## src/rtl/irq_ctrl_pkg.sv

```systemverilog
package irq_ctrl_pkg;
  localparam int unsigned EV_N    = 5;
  localparam int unsigned EN_LSB  = 0;
  localparam int unsigned STS_LSB = 16;
  localparam int unsigned CLR_LSB = 24;
  localparam int unsigned LVL_N   = 4;

  typedef enum logic [2:0] {
    EV_FRAG = 3'd0,
    EV_BLK  = 3'd1,
    EV_TRSC = 3'd2,
    EV_LIST = 3'd3,
    EV_CERR = 3'd4
  } ev_kind_e;

  function automatic logic [31:0] pack_word(input logic [EV_N-1:0] en,
                                            input logic [EV_N-1:0] sts);
    logic [31:0] w;
    w = '0;
    w[EN_LSB +: EV_N]  = en;
    w[STS_LSB +: EV_N] = sts;
    return w;
  endfunction
endpackage

```

## src/rtl/irq_rst_sync.sv

```systemverilog
module irq_rst_sync (
  input  logic clk,
  input  logic rst_n,
  output logic rst_n_sync
);
  logic [1:0] sync_q;

  always_ff @(posedge clk or negedge rst_n) begin
    if (!rst_n) sync_q <= 2'b00;
    else        sync_q <= {sync_q[0], 1'b1};
  end

  assign rst_n_sync = sync_q[1];
endmodule

```

## src/rtl/irq_addr_dec.sv

```systemverilog
module irq_addr_dec #(
  parameter int unsigned NUM_CH      = 4,
  parameter int unsigned ADDR_W      = 16,
  parameter int unsigned CH_BASE     = 32'h1000,
  parameter int unsigned CH_STRIDE   = 32'h40,
  parameter int unsigned CH_WORD_OFF = 32'hC,
  parameter int unsigned VEC_OFF     = 32'h14
) (
  input  logic [ADDR_W-1:0] addr,
  output logic [NUM_CH-1:0] ch_hit,
  output logic              vec_hit
);
  localparam logic [ADDR_W-1:0] VEC_ADDR = ADDR_W'(VEC_OFF);

  for (genvar c = 0; c < NUM_CH; c++) begin : g_hit
    localparam logic [ADDR_W-1:0] WADDR = ADDR_W'(CH_BASE + c*CH_STRIDE + CH_WORD_OFF);
    assign ch_hit[c] = (addr == WADDR);
  end

  assign vec_hit = (addr == VEC_ADDR);
endmodule

```

## src/rtl/irq_chan_reg.sv

```systemverilog
module irq_chan_reg
  import irq_ctrl_pkg::*;
(
  input  logic             clk,
  input  logic             rst_n,
  input  logic             wr_hit,
  input  logic [31:0]      wdata,
  input  logic [EV_N-1:0]  evt,
  input  logic [1:0]       mode,
  output logic [EV_N-1:0]  en,
  output logic [EV_N-1:0]  sts,
  output logic             irq_line,
  output logic             done,
  output logic [31:0]      word
);
  logic [EV_N-1:0]  en_q, en_d, sts_q, sts_d, clr, hit_set;
  logic [LVL_N-1:0] lvl_mask;
  logic             upd;

  always_comb begin
    hit_set = evt & en_q;
    clr     = wr_hit ? wdata[CLR_LSB +: EV_N] : '0;
    en_d    = wr_hit ? wdata[EN_LSB +: EV_N] : en_q;
    sts_d   = (sts_q & ~clr) | hit_set;
    upd     = wr_hit | (|hit_set);
  end

  always_ff @(posedge clk or negedge rst_n) begin
    if (!rst_n) begin
      en_q  <= '0;
      sts_q <= '0;
    end else if (upd) begin
      en_q  <= en_d;
      sts_q <= sts_d;
    end
  end

  always_comb begin
    lvl_mask = {LVL_N{1'b1}} << mode;
    done     = |(sts_q[LVL_N-1:0] & lvl_mask);
  end

  assign en       = en_q;
  assign sts      = sts_q;
  assign irq_line = |sts_q;
  assign word     = pack_word(en_q, sts_q);
endmodule

```

## src/rtl/irq_ctrl_top.sv

```systemverilog
module irq_ctrl_top
  import irq_ctrl_pkg::*;
#(
  parameter int unsigned NUM_CH = 4,
  parameter int unsigned ADDR_W = 16
) (
  input  logic                 clk,
  input  logic                 rst_n,
  input  logic                 wr_en,
  input  logic [ADDR_W-1:0]    addr,
  input  logic [31:0]          wdata,
  output logic [31:0]          rdata,
  input  logic [NUM_CH*5-1:0]  evt,
  input  logic [NUM_CH*2-1:0]  cmpl_mode,
  output logic [NUM_CH-1:0]    ch_irq,
  output logic [NUM_CH-1:0]    ch_done,
  output logic                 irq
);
  localparam int unsigned EVW = NUM_CH * EV_N;

  logic              rst_n_sync;
  logic [NUM_CH-1:0] ch_hit;
  logic              vec_hit;
  logic [EVW-1:0]    en_all, sts_all;
  logic [31:0]       ch_word [NUM_CH];

  irq_rst_sync u_rst (
    .clk        (clk),
    .rst_n      (rst_n),
    .rst_n_sync (rst_n_sync)
  );

  irq_addr_dec #(.NUM_CH(NUM_CH), .ADDR_W(ADDR_W)) u_dec (
    .addr    (addr),
    .ch_hit  (ch_hit),
    .vec_hit (vec_hit)
  );

  for (genvar c = 0; c < NUM_CH; c++) begin : g_ch
    irq_chan_reg u_chan (
      .clk      (clk),
      .rst_n    (rst_n_sync),
      .wr_hit   (wr_en & ch_hit[c]),
      .wdata    (wdata),
      .evt      (evt[c*EV_N +: EV_N]),
      .mode     (cmpl_mode[c*2 +: 2]),
      .en       (en_all[c*EV_N +: EV_N]),
      .sts      (sts_all[c*EV_N +: EV_N]),
      .irq_line (ch_irq[c]),
      .done     (ch_done[c]),
      .word     (ch_word[c])
    );
  end

  always_comb begin
    rdata = vec_hit ? 32'(ch_irq) : 32'd0;
    for (int c = 0; c < NUM_CH; c++) begin
      if (ch_hit[c]) rdata = rdata | ch_word[c];
    end
  end

  assign irq = |ch_irq;
endmodule

```

## config.mk

```make
export PLATFORM = sky130hd
export DESIGN_NAME = irq_ctrl_top
export DESIGN_NICKNAME = d
export VERILOG_FILES = /design/src/rtl/irq_ctrl_pkg.sv /design/src/rtl/irq_rst_sync.sv /design/src/rtl/irq_addr_dec.sv /design/src/rtl/irq_chan_reg.sv /design/src/rtl/irq_ctrl_top.sv
export SDC_FILE = /design/constraint.sdc
export NUM_CORES = 1
export LEC_CHECK = 0
export BUFFER_PORTS_ARGS = -buffer_cell sky130_fd_sc_hd__buf_2
export CORE_UTILIZATION = 50
export DETAILED_ROUTE_END_ITERATION = 8
export PLACE_DENSITY = 0.91
export SLEW_MARGIN = 10
export SYNTH_ARGS = -nofsm -noshare
export SYNTH_HDL_FRONTEND = slang
export SYNTH_SLANG_ARGS = --single-unit
```

## constraint.sdc

```tcl
create_clock -name clk -period 4.6 [get_ports clk]
set_input_delay 0.46 -clock clk [delete_from_list [all_inputs] [get_ports clk]]
set_output_delay 0.46 -clock clk [all_outputs]
set_load 0.03 [all_outputs]
```

==> flow_results.org <==
** Run status
- Status :: finished clean

** Drt
- Post-detailed-routing wire length :: between 6 and 7 mm
- For this block, the initial DRC count from the detailed router was between 100 and 150.
- Average vias per placed instance :: roughly 5.6
- Final routed wire length divided by cell count :: ~17 um
- In the routed design, unresolved DRC markers number 0.
- The count of nets left with antenna violations once routing finished came out at 0.
- Via count :: between 2000 and 2500
- TritonRoute pass-1 iters :: 4

** Logic synthesis
- In the synthesized netlist, the number of instances is between 200 and 250.
- The synthesized netlist devotes 0% of its cell area to adder and majority cells.
- In this run, synthesis inferred 0 flip-flops with an integrated enable.
- After synthesis, the largest family of logic cells by area is multiplexers.
- In this run the cell area of the synthesized design comes to 2470 um^2.
- Summing the areas of all and, or, nand and nor instances in the mapped netlist gives approximately 16% of the synthesized area.
- Counting flops and latches in the post-synthesis netlist gives 42.
- Number of warnings printed during yosys synthesis :: 0
- Sequential fraction of the synthesis area :: between 40% and 50%
- Share of the synthesized area in compound gates (AO/OA/AOI/OAI) :: roughly 14%
- Synthesis instantiated 32 different standard cells from the library.
- The portion of synthesized area spent on multiplexers is ~16%.
- Main synth FF type :: dfrtp_1
- After synthesis, the share of flip-flops with an asynchronous set or reset is 100%.
- Average cell area after synthesis :: around 11 um^2
- After Yosys synthesis, XOR and XNOR cells account for 0% of the synthesized area.

** Placed design
- During placement, the flow inserted port buffers numbering 75.
- Final HPWL DP :: roughly 4.5 mm
- Placed Instances :: between 300 and 400
- Before CTS, the worst setup slack after placement is around 2.0 ns.
- At the end of routability-driven placement, the weighted congestion stood at about 0.86.

** STA
- Post-layout minimum cycle time :: about 2.7 ns
- Top achievable clock speed :: roughly 380 MHz
- Clock tree skew after final layout :: between 0.005 and 0.006 ns
- In the final timing run, aggregate negative setup slack is 0 ns.
- Number of setup violations in the final report :: 0
- Setup repair after global routing left no endpoint under its margin.
- The number of endpoints with negative hold slack in the final report is 0.
- The worst pin sits at a relative slew slack of between 50% and 60%.
- In the post-route analysis, the smallest setup slack over all paths is between 1.5 and 2 ns.
- Portion of the clock cycle consumed by the worst path in the final layout :: around 58%
- Pins Over Slew Limit :: 0
- Hold timing on the final database bottoms out at a slack of between 0.3 and 0.4 ns.
- At the pin with the least slew margin, the transition time is between 0.6 and 0.7 ns.

** Clocking
- Number of setup buffers added after CTS :: 0
- Post-cts gate resize count :: 0
- Clock-pin slew was measured on the worst setup and hold paths at approximately 0.08 ns.
- Clk Latency, worst-skew pair :: ~0.30 ns
- Number of buffers inserted for hold repair after clock tree synthesis :: 1
- TritonCTS built the clock tree.
- In this run the number of H-tree levels came out at 2.
- Clock tree synthesis selected as its root buffer the cell clkbuf_8.
- In this run, CTS created clock tree buffers numbering 5.
- CTS max path bufs :: 2
- Number of sinks driven by the clock tree :: 42

** Die
- The core region is ~4800 um^2.
- During I/O placement, the number of pins put on the boundary was 120.
- Placement row count :: 25
- Area of the die :: around 5200 um^2
- Chip height :: between 70 and 80 um
- The initial utilization of the core area, before any placement, comes to around 52%.
- The floorplan step set the die width to 72.3 um.

** GRT
- Vias in the first global route :: between 1500 and 2000
- Entering global routing, the biggest net connects 41 pins.
- After global routing the overflow that remains totals 0.
- Total routing resource utilization after global routing :: ~25%
- The initial antenna violation count was 0.
- The first global-routing pass estimated 9.54 mm of wire.

** Setup path
- STA puts the critical path data arrival time at ~2.2 ns.
- STA puts the critical path data required time at ~4.1 ns.
- Along the worst path, the maximum fanout reaches 10.
- Launching element type of the critical path :: input port
- The critical path in this run is classified as input port to output pin.
- The worst setup path is captured at an output pin.

** Cells and area
- Final standard cell count with taps included and fillers excluded :: roughly 360
- Compared with the post-synthesis result, the final layout area differs by 18.1%.
- Cells fill 61.4% of the core in the end.
- Counting the fill cells in the layout gives roughly 400.
- Net count reported at finish :: between 300 and 400
- Commonest non-fill, non-tap cell in the layout :: buf_2
- The repair_antennas step left the layout with diodes totalling 0.
- The library cells used most frequently in the layout, excluding fill and tap cells, are buf_2 (75), dfrtp_1 (42), nor2b_1 (27).
- Fraction of layout instances using a drive strength above 1 :: about 40%

** Power
- The analysis attributes to cell leakage a power of between 1 and 1.5 nW.
- IR drop worst, VDD :: about 0.21 mV
- Pwr Density :: 278 nW/um^2

** Hold path
- Worst Hold Class :: flop to asynchronous set/reset pin

** Flow run
- Max-cap violation count :: 0
stage by stage:
step	power (mW)	area (um^2)
6_report	0.812	2920
5_1_grt	0.836	2920
4_1_cts	0.817	2920
3_5_place_dp	0.460	2770
3_3_place_gp	0.458	2770
2_1_floorplan	0.439	2550
logic make-up (layout without fill, tap and decap cells):
family	Yosys count	after routing
buf+inv	40	89
other cells	2	23
compound gates	44	44
flops	42	42
mux	30	30
simple gates	63	63
sequential cells by signal, summed over array words and instances (netlist names):
register and count:
g_ch.u_chan.en 20, g_ch.u_chan.sts 20, u_rst.sync_q 2
cells in the mapped netlist (all sizes together) (2+ instances only):
cell    number  share of area, %
nor3         6               1.2
nor2         6              0.91
dfrtp       42                43
o22ai        4               1.0
inv          4              0.61
mux4         6               5.5
a221o       20               8.1
nand2       10               1.6
a22oi        8               2.4
a21oi        8               1.6
conb         2              0.30
nor2b       27               6.8
mux2        24                11
clkbuf       3              0.46
or4          2              0.61
buf         33               9.7
nand3        2              0.91
o21ai        4              0.81
routing by layer:
layer  share of wire (%)  global-route usage, %
met1                  41                   33.5
met2                  49                   40.4
met3                 8.6                   6.11
met4                 1.5                   7.19
met5                   0                      0
worst max-delay path, stage by stage:
cell and delay, ns:
buf_2 0.10, or4b_4 0.54, nor2_1 0.18, nand3_1 0.38, o22ai_1 0.30, buf_2 0.24
power by group:
| group | total (mW) | leakage (nW) | internal (mW) | switching [mW] |
|---|---|---|---|---|
| registers | 0.370 | 0.478 | 0.370 | 0.000263 |
| logic | 0.0832 | 0.747 | 0.0264 | 0.0567 |
| clock network | 0.359 | 0.0714 | 0.231 | 0.127 |
final timing paths:
path                            slack [ns]                   from  cells past startpoint               endpoint
worst max-delay path                  1.94                addr[5]                      6               rdata[2]
min in group clk                      0.36        u_rst.sync_q[0]                      0        u_rst.sync_q[1]
max in group asynchronous             3.94        u_rst.sync_q[1]                      1   g_ch[2].u_chan.en[1]
worst max register to register        3.60  g_ch[3].u_chan.sts[0]                      2  g_ch[3].u_chan.sts[0]
worst min register to register        0.30        u_rst.sync_q[1]                      1   g_ch[2].u_chan.en[2]
worst min-delay path                  0.30        u_rst.sync_q[1]                      1   g_ch[2].u_chan.en[2]
final cells by class:
cell class	instances	area (um^2)	area share (%)
Clock buffer	6	82.6	2.83
Multi-Input combinational cell	160	1230	42.3
Timing Repair Buffer	77	393	13.5
Inverter	4	15.0	0.514
Sequential cell	42	1050	36.0
Clock inverter	2	60.1	2.06
Tap cell	67	83.8	2.87
Power figures use the tool's default switching activity.
